<file path="src/rtl/vtg_pkg.sv">
package vtg_pkg;
  typedef enum logic [1:0] {
    PH_SYNC = 2'd0,
    PH_BP   = 2'd1,
    PH_ACT  = 2'd2,
    PH_FP   = 2'd3
  } phase_e;

  function automatic phase_e next_phase(phase_e p);
    unique case (p)
      PH_SYNC: return PH_BP;
      PH_BP:   return PH_ACT;
      PH_ACT:  return PH_FP;
      default: return PH_SYNC;
    endcase
  endfunction
endpackage

</file>
<file path="src/rtl/vtg_shadow.sv">
module vtg_shadow #(
  parameter int HW = 12,
  parameter int VW = 16
) (
  input  logic                clk_i,
  input  logic                rst_ni,
  input  logic                load_i,
  input  logic [3:0][HW-1:0]  h_raw_i,
  input  logic [3:0][VW-1:0]  v0_raw_i,
  input  logic [3:0][VW-1:0]  v1_raw_i,
  input  logic                ilace_sel_i,
  input  logic                pi_en_i,
  input  logic                hpol_i,
  input  logic                vpol_i,
  output logic [3:0][HW-1:0]  h_len_o,
  output logic [3:0][VW-1:0]  v0_len_o,
  output logic [3:0][VW-1:0]  v1_len_o,
  output logic                ilace_o,
  output logic                hpol_o,
  output logic                vpol_o
);
  always_ff @(posedge clk_i or negedge rst_ni) begin
    if (!rst_ni) begin
      h_len_o  <= '0;
      v0_len_o <= '0;
      v1_len_o <= '0;
      ilace_o  <= 1'b0;
      hpol_o   <= 1'b0;
      vpol_o   <= 1'b0;
    end else if (load_i) begin
      h_len_o  <= h_raw_i;
      v0_len_o <= v0_raw_i;
      v1_len_o <= v1_raw_i;
      // both scan bits needed for interlace
      ilace_o  <= ilace_sel_i & pi_en_i;
      hpol_o   <= hpol_i;
      vpol_o   <= vpol_i;
    end
  end

  // configuration frozen between load points
  a_r9_shadow_hold: assert property (@(posedge clk_i) disable iff (!rst_ni)
    !load_i |=> ($stable(h_len_o) && $stable(v0_len_o) && $stable(v1_len_o)
                 && $stable(ilace_o) && $stable(hpol_o) && $stable(vpol_o)));
endmodule

</file>
<file path="src/rtl/vtg_phase_ctr.sv">
module vtg_phase_ctr
  import vtg_pkg::*;
#(
  parameter int W = 12
) (
  input  logic               clk_i,
  input  logic               rst_ni,
  input  logic               clr_i,
  input  logic               step_i,
  input  logic [3:0][W-1:0]  len_i,
  output phase_e             ph_o,
  output logic [W-1:0]       cnt_o,
  output logic               last_o
);
  phase_e         ph_q;
  logic [W-1:0]   cnt_q;
  logic           ph_end;

  assign ph_end = (cnt_q == len_i[ph_q]);
  assign last_o = ph_end && (ph_q == PH_FP);
  assign ph_o   = ph_q;
  assign cnt_o  = cnt_q;

  always_ff @(posedge clk_i or negedge rst_ni) begin
    if (!rst_ni) begin
      ph_q  <= PH_SYNC;
      cnt_q <= '0;
    end else if (clr_i) begin
      ph_q  <= PH_SYNC;
      cnt_q <= '0;
    end else if (step_i) begin
      if (ph_end) begin
        ph_q  <= next_phase(ph_q);
        cnt_q <= '0;
      end else begin
        cnt_q <= cnt_q + 1'b1;
      end
    end
  end

  // a phase never runs past its programmed length
  a_r1_cnt_within_len: assert property (@(posedge clk_i) disable iff (!rst_ni)
    cnt_q <= len_i[ph_q]);

  // counter only moves on a step
  a_r2_hold_without_step: assert property (@(posedge clk_i) disable iff (!rst_ni)
    (!step_i && !clr_i) |=> ($stable(cnt_q) && $stable(ph_q)));
endmodule

</file>
<file path="src/rtl/vtg_field_seq.sv">
module vtg_field_seq (
  input  logic clk_i,
  input  logic rst_ni,
  input  logic en_i,
  input  logic ilace_i,
  input  logic line_end_i,
  input  logic field_last_i,
  output logic field_o,
  output logic frame_end_o
);
  logic field_q;
  logic field_end;

  assign field_end   = en_i && line_end_i && field_last_i;
  assign frame_end_o = field_end && (!ilace_i || field_q);
  assign field_o     = field_q;

  always_ff @(posedge clk_i or negedge rst_ni) begin
    if (!rst_ni)        field_q <= 1'b0;
    else if (!en_i)     field_q <= 1'b0;
    else if (field_end) field_q <= ilace_i && !field_q;
  end

  // second field exists only in interlaced mode
  a_r5_field_needs_ilace: assert property (@(posedge clk_i) disable iff (!rst_ni)
    field_q |-> ilace_i);

  // field flips only at a field end
  a_r7_field_change_at_end: assert property (@(posedge clk_i) disable iff (!rst_ni)
    (en_i && !field_end) |=> $stable(field_q));
endmodule

</file>
<file path="src/rtl/vid_timing_gen.sv">
module vid_timing_gen
  import vtg_pkg::*;
#(
  parameter int HW = 12,
  parameter int VW = 16
) (
  input  logic          clk_i,
  input  logic          rst_ni,
  input  logic          en_i,
  input  logic          scan_ilace_i,
  input  logic          scan_pi_i,
  input  logic          hs_pol_i,
  input  logic          vs_pol_i,
  input  logic [HW-1:0] h_sync_i,
  input  logic [HW-1:0] h_bp_i,
  input  logic [HW-1:0] h_act_i,
  input  logic [HW-1:0] h_fp_i,
  input  logic [VW-1:0] f0_vsync_i,
  input  logic [VW-1:0] f0_vbp_i,
  input  logic [VW-1:0] f0_vact_i,
  input  logic [VW-1:0] f0_vfp_i,
  input  logic [VW-1:0] f1_vsync_i,
  input  logic [VW-1:0] f1_vbp_i,
  input  logic [VW-1:0] f1_vact_i,
  input  logic [VW-1:0] f1_vfp_i,
  output logic          hsync_o,
  output logic          vsync_o,
  output logic          de_o,
  output logic          field_o,
  output logic          frame_start_o
);
  logic [3:0][HW-1:0] h_len;
  logic [3:0][VW-1:0] v0_len, v1_len, v_len;
  logic               ilace_q, hpol_q, vpol_q;
  logic               load;
  logic               frame_end;
  logic               field_q;
  phase_e             hph, vph;
  logic [HW-1:0]      hcnt;
  logic [VW-1:0]      vcnt;
  logic               h_last, v_last;
  logic               at_origin;

  assign load = !en_i || frame_end;

  vtg_shadow #(.HW(HW), .VW(VW)) u_shadow (
    .clk_i       (clk_i),
    .rst_ni      (rst_ni),
    .load_i      (load),
    .h_raw_i     ({h_fp_i, h_act_i, h_bp_i, h_sync_i}),
    .v0_raw_i    ({f0_vfp_i, f0_vact_i, f0_vbp_i, f0_vsync_i}),
    .v1_raw_i    ({f1_vfp_i, f1_vact_i, f1_vbp_i, f1_vsync_i}),
    .ilace_sel_i (scan_ilace_i),
    .pi_en_i     (scan_pi_i),
    .hpol_i      (hs_pol_i),
    .vpol_i      (vs_pol_i),
    .h_len_o     (h_len),
    .v0_len_o    (v0_len),
    .v1_len_o    (v1_len),
    .ilace_o     (ilace_q),
    .hpol_o      (hpol_q),
    .vpol_o      (vpol_q)
  );

  vtg_phase_ctr #(.W(HW)) u_hctr (
    .clk_i  (clk_i),
    .rst_ni (rst_ni),
    .clr_i  (!en_i),
    .step_i (1'b1),
    .len_i  (h_len),
    .ph_o   (hph),
    .cnt_o  (hcnt),
    .last_o (h_last)
  );

  assign v_len = field_q ? v1_len : v0_len;

  vtg_phase_ctr #(.W(VW)) u_vctr (
    .clk_i  (clk_i),
    .rst_ni (rst_ni),
    .clr_i  (!en_i),
    .step_i (h_last),
    .len_i  (v_len),
    .ph_o   (vph),
    .cnt_o  (vcnt),
    .last_o (v_last)
  );

  vtg_field_seq u_field (
    .clk_i        (clk_i),
    .rst_ni       (rst_ni),
    .en_i         (en_i),
    .ilace_i      (ilace_q),
    .line_end_i   (h_last),
    .field_last_i (v_last),
    .field_o      (field_q),
    .frame_end_o  (frame_end)
  );

  assign at_origin = (hph == PH_SYNC) && (hcnt == '0) &&
                     (vph == PH_SYNC) && (vcnt == '0) && !field_q;

  always_ff @(posedge clk_i or negedge rst_ni) begin
    if (!rst_ni) begin
      hsync_o       <= 1'b0;
      vsync_o       <= 1'b0;
      de_o          <= 1'b0;
      field_o       <= 1'b0;
      frame_start_o <= 1'b0;
    end else if (!en_i) begin
      hsync_o       <= hpol_q;
      vsync_o       <= vpol_q;
      de_o          <= 1'b0;
      field_o       <= 1'b0;
      frame_start_o <= 1'b0;
    end else begin
      hsync_o       <= (hph == PH_SYNC) ^ hpol_q;
      vsync_o       <= (vph == PH_SYNC) ^ vpol_q;
      de_o          <= (hph == PH_ACT) && (vph == PH_ACT);
      field_o       <= field_q;
      frame_start_o <= at_origin;
    end
  end

  // single-cycle pulse, first field only
  a_r8_fs_single: assert property (@(posedge clk_i) disable iff (!rst_ni)
    frame_start_o |=> !frame_start_o);
  a_r8_fs_first_field: assert property (@(posedge clk_i) disable iff (!rst_ni)
    frame_start_o |-> !field_o);
  // disable silences the outputs after one edge
  a_r10_idle_when_off: assert property (@(posedge clk_i) disable iff (!rst_ni)
    !en_i |=> (!de_o && !frame_start_o && !field_o));
  // data enable never overlaps horizontal sync
  a_r3_de_outside_sync: assert property (@(posedge clk_i) disable iff (!rst_ni)
    (de_o && $stable(hpol_q)) |-> (hsync_o == hpol_q));
endmodule

</file>
<file path="config.mk">
export PLATFORM = sky130hd
export DESIGN_NAME = vid_timing_gen
export DESIGN_NICKNAME = d
export VERILOG_FILES = /design/src/rtl/vtg_pkg.sv /design/src/rtl/vtg_shadow.sv /design/src/rtl/vtg_phase_ctr.sv /design/src/rtl/vtg_field_seq.sv /design/src/rtl/vid_timing_gen.sv
export SDC_FILE = /design/constraint.sdc
export NUM_CORES = 1
export LEC_CHECK = 0
export ABC_CLOCK_PERIOD_IN_PS = 7400
export BUFFER_PORTS_ARGS = -buffer_cell sky130_fd_sc_hd__buf_4
export CAP_MARGIN = 20
export CELL_PAD_IN_SITES_DETAIL_PLACEMENT = 1
export CELL_PAD_IN_SITES_GLOBAL_PLACEMENT = 2
export CORE_MARGIN = 1
export CORE_UTILIZATION = 43
export DETAILED_ROUTE_END_ITERATION = 7
export PLACE_DENSITY_LB_ADDON = 0.1
export SYNTH_ARGS = -nofsm -noshare
export SYNTH_HDL_FRONTEND = slang
export SYNTH_HIERARCHICAL = 1
export SYNTH_SLANG_ARGS = --single-unit
</file>
<file path="constraint.sdc">
create_clock -name clk_i -period 7.4 [get_ports clk_i]
set_clock_uncertainty 0.15 [all_clocks]
set_input_delay 1.48 -clock clk_i [delete_from_list [all_inputs] [get_ports clk_i]]
set_output_delay 1.48 -clock clk_i [all_outputs]
set_load 0.005 [all_outputs]
</file>
==> results of run 1 <==
[worst paths after layout]
check                                startpoint                    end
worst min-delay path            u_shadow/vpol_o                vsync_o
max in group asynchronous                rst_ni   u_shadow/h_len_o[37]
worst max-delay path            u_field/field_o  u_shadow/v1_len_o[25]
min in group asynchronous                rst_ni   u_shadow/v0_len_o[5]
worst max register to register  u_field/field_o  u_shadow/v1_len_o[25]
worst min register to register  u_shadow/vpol_o                vsync_o
[per-stage QoR]
step | instance area (um2) | utilization, % | hold WS, ns | setup slack (ns)
after global routing | 13400 | 53.5 | 0.341 | 0.895
after CTS | 13400 | 53.3 | 0.330 | 1.23
after floorplan | 11000 | - | 0.288 | 3.62
after global placement | 12500 | 49.9 | 0.302 | 1.40
final | 13400 | 53.5 | 0.320 | 1.32
after detailed placement | 12500 | 49.9 | 0.324 | 1.28
[power by group]
group,switching (W),internal (W)
sequential,0.0000627,0.00129
clock,0.000498,0.000761
combinational,0.000145,0.000252
total,0.000705,0.00230
[sequential cells by signal, indices dropped and copies added, names as in the netlist]
signal,cells
u_shadow/v0_len_o,64
de_o,1
u_shadow/h_len_o,48
field_o,1
u_shadow/hpol_o,1
u_shadow/vpol_o,1
u_shadow/v1_len_o,64
u_vctr/ph_o,2
hsync_o,1
u_vctr/cnt_o,16
u_shadow/ilace_o,1
vsync_o,1
frame_start_o,1
u_hctr/ph_o,2
u_hctr/cnt_o,12
u_field/field_o,1
[cell type report]
class	instances	area [um2]	share of cell area [%]
clock inverters	9	101	0.754
flip-flops and latches	217	5430	40.4
diodes	1	2.50	0.0186
well taps	330	413	3.07
multi-input cells	463	5190	38.6
clock buffers	37	741	5.51
inverters	8	30.0	0.223
repair buffers	195	1540	11.4
[worst max-delay path, delay by kind of cell, from the launching register on]
kind	cells	cell delay (ns)
AOI/OAI and AO/OA	1	0.15
xor gates and xnor gates	1	0.19
buffers and inverters	2	0.91
DFF	1	1.08
muxes	3	1.24
and+or+nand+nor	5	2.14
[metal layers]
| metal | track usage (%) | wire length [um] | share of wire [%] | vias to the layer above |
|---|---|---|---|---|
| li1 | - | - | - | 3027 |
| met1 | 31.4 | 12800 | 46 | 3432 |
| met5 | 0 | 0 | 0 | - |
| met3 | 3.70 | 1190 | 4.2 | 28 |
| met2 | 36.1 | 13800 | 49 | 146 |
| met4 | 3.47 | 343 | 1.2 | 0 |
[cells in the final DEF (no fill, tap or decap), types with 3 or more instances in the layout]
master / netlist / routed
or3b_2: 3 / 3
clkbuf_1: 0 / 5
and2_1: 4 / 4
xnor2_1: 30 / 30
nand2_1: 12 / 12
and3_1: 3 / 3
mux2_4: 98 / 98
buf_4: 2 / 189
clkbuf_8: 1 / 7
mux2_2: 144 / 144
nor4_1: 10 / 10
inv_1: 8 / 8
nand4_1: 10 / 10
clkbuf_16: 0 / 25
dfrtp_1: 217 / 216
mux4_2: 17 / 17
nand3_1: 11 / 11
clkinv_2: 0 / 5
nor2_1: 9 / 9
nor3_1: 12 / 12
ha_1: 8 / 8
nor4_2: 3 / 3
nor2_2: 10 / 10
nand4_2: 3 / 3
xor2_1: 15 / 15
or3_1: 3 / 3
a31oi_1: 3 / 3
nand2b_1: 9 / 8
mux4_1: 11 / 11
xnor2_2: 3 / 3
a21oi_1: 6 / 6
[logic make-up after synthesis]
logic type               after synthesis
multiplexers                         272
AO/OA/AOI/OAI                         22
XOR/XNOR                              48
buffers and inverters                 50
AND/OR/NAND/NOR                      112
other                                  1
adder cells (fa/ha/maj)                8
flip-flops                           217
==> results.json, run 1 <==
{
  "numCtsBuffers": 25,
  "worst-r2r-cell-count": 12,
  "cpPeakStageDelay_ns": 1.08,
  "final_nets": 1101,
  "synth_area_leaders": "dfrtp_1, mux2_2, mux2_4",
  "power_density_nw_per_um2": 224,
  "synthMuxAreaShare_pct": 34.4,
  "cp_cell_sequence": "buf_4 -> mux2_2 -> mux4_2 -> xnor2_1 -> nand4_1 -> nor4_2 -> and2_1 -> nand3_1 -> a21oi_1 -> nand2b_4 -> buf_12 -> mux2_2",
  "async_reset_ff_share_pct": 100,
  "die-area_um2": 26200,
  "nFillCells": 2514,
  "route.detailed.wl_per_inst_um": 22.3,
  "endpoint_kind": "flip-flop",
  "synth-simple-area-share_pct": 6.26,
  "ir_drop_mv": 0.138,
  "synth_cells": 730,
  "io_buffers": 187,
  "synth_nets": 921,
  "synth_area_leader_cell": "dfrtp_1",
  "synthTopCellsByCount": "dfrtp_1, mux2_2, mux2_4",
  "cts_tree": "yes",
  "clk_latency_ns": 0.52,
  "synth_top_family_by_area": "multiplexers",
  "cts_resized": 0,
  "cts_root_buf": "clkbuf_16",
  "grt_pass1_wl_mm": 44.4,
  "clock.fmax_ghz": 0.164,
  "clk_pin_slew_ns": 0.06,
  "yosysSeqAreaShare_pct": 49.4,
  "htreeDepth": 1,
  "rows": 58,
  "cap_violations": 0,
  "arrival_ns": 6.34,
  "wirelength_mm": 28.2,
  "crit_top_cell": "mux2_2",
  "drt_iter0_drc": 284,
  "routed_via_density": 5.26,
  "initial_utilization_pct": 43.8,
  "synth_edf_count": 0,
  "fp.dieH_um": 162,
  "gp_congestion": 0.787,
  "min_path_type": "reg -> reg",
  "layout.cells.non_filler": 1260,
  "layout-drive-gt1-share_pct": 56.2,
  "drc": 0,
  "area.growth.synth_to_final_pct": 22.2,
  "grt-ovfl-total": 0,
  "finalCritPeriodShare_pct": 82.2,
  "synth_compound_area_share_pct": 1.48,
  "vias": 6633,
  "required_ns": 7.65,
  "yosys.cell_count.top_type": "dfrtp_1",
  "path_class": "reg -> reg",
  "antenna_found_initial": 0,
  "cts_setup_buffers": 0,
  "maxSlewHeadroom_pct": 23.5,
  "hold_path_depth": 1,
  "drtAntennaViolNets": 0,
  "cts_buffer_depth": 3,
  "slew_violations": 0,
  "worst_setup_path_start_kind": "flip-flop",
  "die_w_um": 162,
  "yosys_warnings": 6,
  "setup_viol": 0,
  "yosys.area_share.xor_xnor_pct": 4.03,
  "hold_buffers": 0,
  "drt_first_pass_iters": 4,
  "grt_max_degree": 142,
  "yosys_register_bits": 217,
  "rrSetupSlack_ns": 1.32,
  "core_um2": 25100,
  "syn_avg_cell_area_um2": 15.1,
  "hold_violations": 0,
  "io_pins": 188,
  "grt_usage_pct": 22.1,
  "synth_top_area_share_pct": 49.4,
  "synthFlopType": "dfrtp_1",
  "dpl.hpwl_mm": 19.5,
  "setup-tns-final_ns": 0,
  "syn_area_um2": 11000,
  "synthAdderAreaFrac_pct": 0.910,
  "status": "finished, final reports clean",
  "slowest_stage": "dfrtp_2",
  "worstMarginPinSlew_ns": 1.15,
  "rsz0062_at_grt": "false",
  "grt_pass1_vias": 7498,
  "total_power_w": 0.00301,
  "cp_max_fo": 69,
  "clock-sinks": 217,
  "ys_types": 54,
  "leakage_nw": 5.96,
  "period_minus_slack_ns": 6.08,
  "place_inst": 1210
}
Note: power is estimated with default switching activity, not from simulation.
==> run 2, diff against run 1 <==
--- a/config.mk
+++ b/config.mk
@@ -5,13 +5,13 @@
 export SDC_FILE = /design/constraint.sdc
 export NUM_CORES = 1
 export LEC_CHECK = 0
-export ABC_CLOCK_PERIOD_IN_PS = 7400
+export ABC_CLOCK_PERIOD_IN_PS = 5700
 export BUFFER_PORTS_ARGS = -buffer_cell sky130_fd_sc_hd__buf_4
 export CAP_MARGIN = 20
 export CELL_PAD_IN_SITES_DETAIL_PLACEMENT = 1
 export CELL_PAD_IN_SITES_GLOBAL_PLACEMENT = 2
 export CORE_MARGIN = 1
-export CORE_UTILIZATION = 43
+export CORE_UTILIZATION = 40
 export DETAILED_ROUTE_END_ITERATION = 7
 export PLACE_DENSITY_LB_ADDON = 0.1
 export SYNTH_ARGS = -nofsm -noshare
==> constraint.sdc (replaced) <==
create_clock -name clk_i -period 5.7 [get_ports clk_i]
set_clock_uncertainty 0.15 [all_clocks]
set_input_delay 1.14 -clock clk_i [delete_from_list [all_inputs] [get_ports clk_i]]
set_output_delay 1.14 -clock clk_i [all_outputs]
set_load 0.005 [all_outputs]
==> results.json, run 2 (same netlist as run 1, synthesis figures left out) <==
{
  "clock-sinks": 217,
  "regToRegEndpoint": "u_shadow/v1_len_o[3]",
  "seq_power_share_pct": 44.5,
  "slowest_stage": "dfrtp_1",
  "final_nets": 1107,
  "drt_iter0_drc": 333,
  "numCtsBuffers": 26,
  "drt_first_pass_iters": 4,
  "total_power_w": 0.00394,
  "route.met2.wl_mm": 13.8,
  "area.growth.synth_to_final_pct": 22.7,
  "wirelength_met1_mm": 12.5,
  "vias": 6697,
  "ir_drop_mv": 0.208,
  "clk_pin_slew_ns": 0.06,
  "layout.cells.non_filler": 1273,
  "cpPeakStageDelay_ns": 1.00,
  "hold_violations": 0,
  "die-area_um2": 28200,
  "p_comb_share_pct": 13.1,
  "place_inst": 1228,
  "dpl.hpwl_mm": 19.6,
  "drc": 0,
  "rows": 60,
  "gp_congestion": 0.788,
  "cp_max_fo": 39,
  "drtAntennaViolNets": 0,
  "cp.depth": 11,
  "cap_violations": 0,
  "reg2reg_from": "u_hctr/ph_o[0]",
  "leakage_nw": 6.00,
  "min_path_type": "reg -> reg",
  "routed_via_density": 5.26,
  "worstMarginPinSlew_ns": 0.998,
  "period_minus_slack_ns": 4.73,
  "io_buffers": 187,
  "internal-power_w": 0.00301,
  "status": "finished, final reports clean",
  "endpoint_kind": "flip-flop",
  "p_clk_share_pct": 42.4,
  "route.detailed.wl_per_inst_um": 22.1,
  "arrival_ns": 4.98,
  "netSwitchingFraction_pct": 23.7,
  "worst_setup_path_start_kind": "flip-flop",
  "initial_utilization_pct": 40.8,
  "clk_latency_ns": 0.54,
  "htreeDepth": 1,
  "startpoint": "u_hctr/ph_o[0]",
  "power_density_nw_per_um2": 292,
  "cts_buffer_depth": 3,
  "cts_tree": "yes",
  "crit_family": "simple AND/OR/NAND/NOR gates",
  "mostFrequentLayoutCells": "dfrtp_1, buf_4, mux2_2",
  "path_class": "reg -> reg",
  "grt_pass1_vias": 7702,
  "reg.largest.list": "u_shadow/v0_len_o: 64 flops, u_shadow/v1_len_o: 64 flops, u_shadow/h_len_o: 48 flops",
  "slew_violations": 0,
  "top_layer": "met4",
  "layout.cells.most_common": "dfrtp_1",
  "rrSetupSlack_ns": 0.97,
  "grt_max_degree": 116,
  "clock.fmax_ghz": 0.211,
  "cts_setup_buffers": 0,
  "finalCritPeriodShare_pct": 83.0,
  "cp_cell_sequence": "mux4_1 -> xnor2_1 -> nand4_2 -> nor3_1 -> and2_1 -> buf_4 -> nand3_1 -> a21oi_1 -> nand2b_4 -> buf_12 -> mux2_2",
  "p_switching_w": 0.000932,
  "worst-r2r-cell-count": 11,
  "antennaDiodeCount": 0,
  "setup-tns-final_ns": 0,
  "crit_end": "u_shadow/v1_len_o[3]",
  "wl_met3_mm": 1.22,
  "setup_viol": 0,
  "fp.dieH_um": 168,
  "maxSlewHeadroom_pct": 33.5,
  "cts_resized": 0,
  "wirelength_mm": 28.1,
  "grt-ovfl-total": 0,
  "required_ns": 5.95,
  "final_util_pct": 50.1,
  "cts_root_buf": "clkbuf_16",
  "grt_pass1_wl_mm": 45.0,
  "io_pins": 188,
  "rsz0062_at_grt": "false",
  "hold_buffers": 0,
  "antenna_found_initial": 0,
  "die_w_um": 168,
  "grt_usage_pct": 20.5,
  "core_um2": 27000,
  "layout-drive-gt1-share_pct": 56.5,
  "timing.critical_path.buf_inv": 2
}
-- run 2: worst reg2reg max path, delay by kind of cell, from the launching register on --
kind / cells / cell delay (ns)
and+or+nand+nor: 5 / 1.35
xor gates and xnor gates: 1 / 0.24
DFF: 1 / 1.00
AOI/OAI and AO/OA: 1 / 0.12
muxes: 2 / 1.19
buffers and inverters: 2 / 0.58
-- run 2: per-layer routing --
metal  track usage [%]  vias up
met5                 0        -
met4              4.99        0
met3              3.31       34
met2              35.1      166
met1              27.2     3455
li1                  -     3042
-- run 2: layout make-up --
class | instances | area (um2)
Multi-Input combinational cell | 463 | 5190
Clock buffer | 32 | 703
Clock inverter | 12 | 150
Tap cell | 341 | 427
Sequential cell | 217 | 5430
Fill cell | 2677 | 13400
Timing Repair Buffer | 200 | 1570
Inverter | 8 | 30.0
-- run 2: worst min-delay path by stage --
| stage | start | endpoint | slack (ns) | depth (start not counted) |
|---|---|---|---|---|
| floorplan | u_shadow/hpol_o | hsync_o | 0.29 | 1 |
| global placement | u_shadow/vpol_o | vsync_o | 0.31 | 1 |
| detailed placement | u_shadow/vpol_o | vsync_o | 0.31 | 1 |
| CTS | u_shadow/vpol_o | vsync_o | 0.32 | 1 |
| global route | u_shadow/vpol_o | vsync_o | 0.35 | 1 |
| finish | u_shadow/vpol_o | vsync_o | 0.32 | 1 |
-- run 2: through the flow --
stage / worst slack [ns] / hold slack (ns) / area, um2
floorplan: 1.92 / 0.288 / 11000
global placement: 0.974 / 0.306 / 12600
detailed placement: 0.919 / 0.313 / 12600
CTS: 0.919 / 0.321 / 13500
global route: 0.659 / 0.345 / 13500
finish: 0.970 / 0.319 / 13500
-- run 2: power groups by stage --
stage                     logic (W)  clock network [W]  registers, W
final                      0.000515            0.00167       0.00176
after global routing       0.000559            0.00177       0.00177
after CTS                  0.000525            0.00172       0.00176
after detailed placement   0.000520                  0       0.00178
after global placement     0.000504                  0       0.00177
after floorplan            0.000327                  0       0.00175
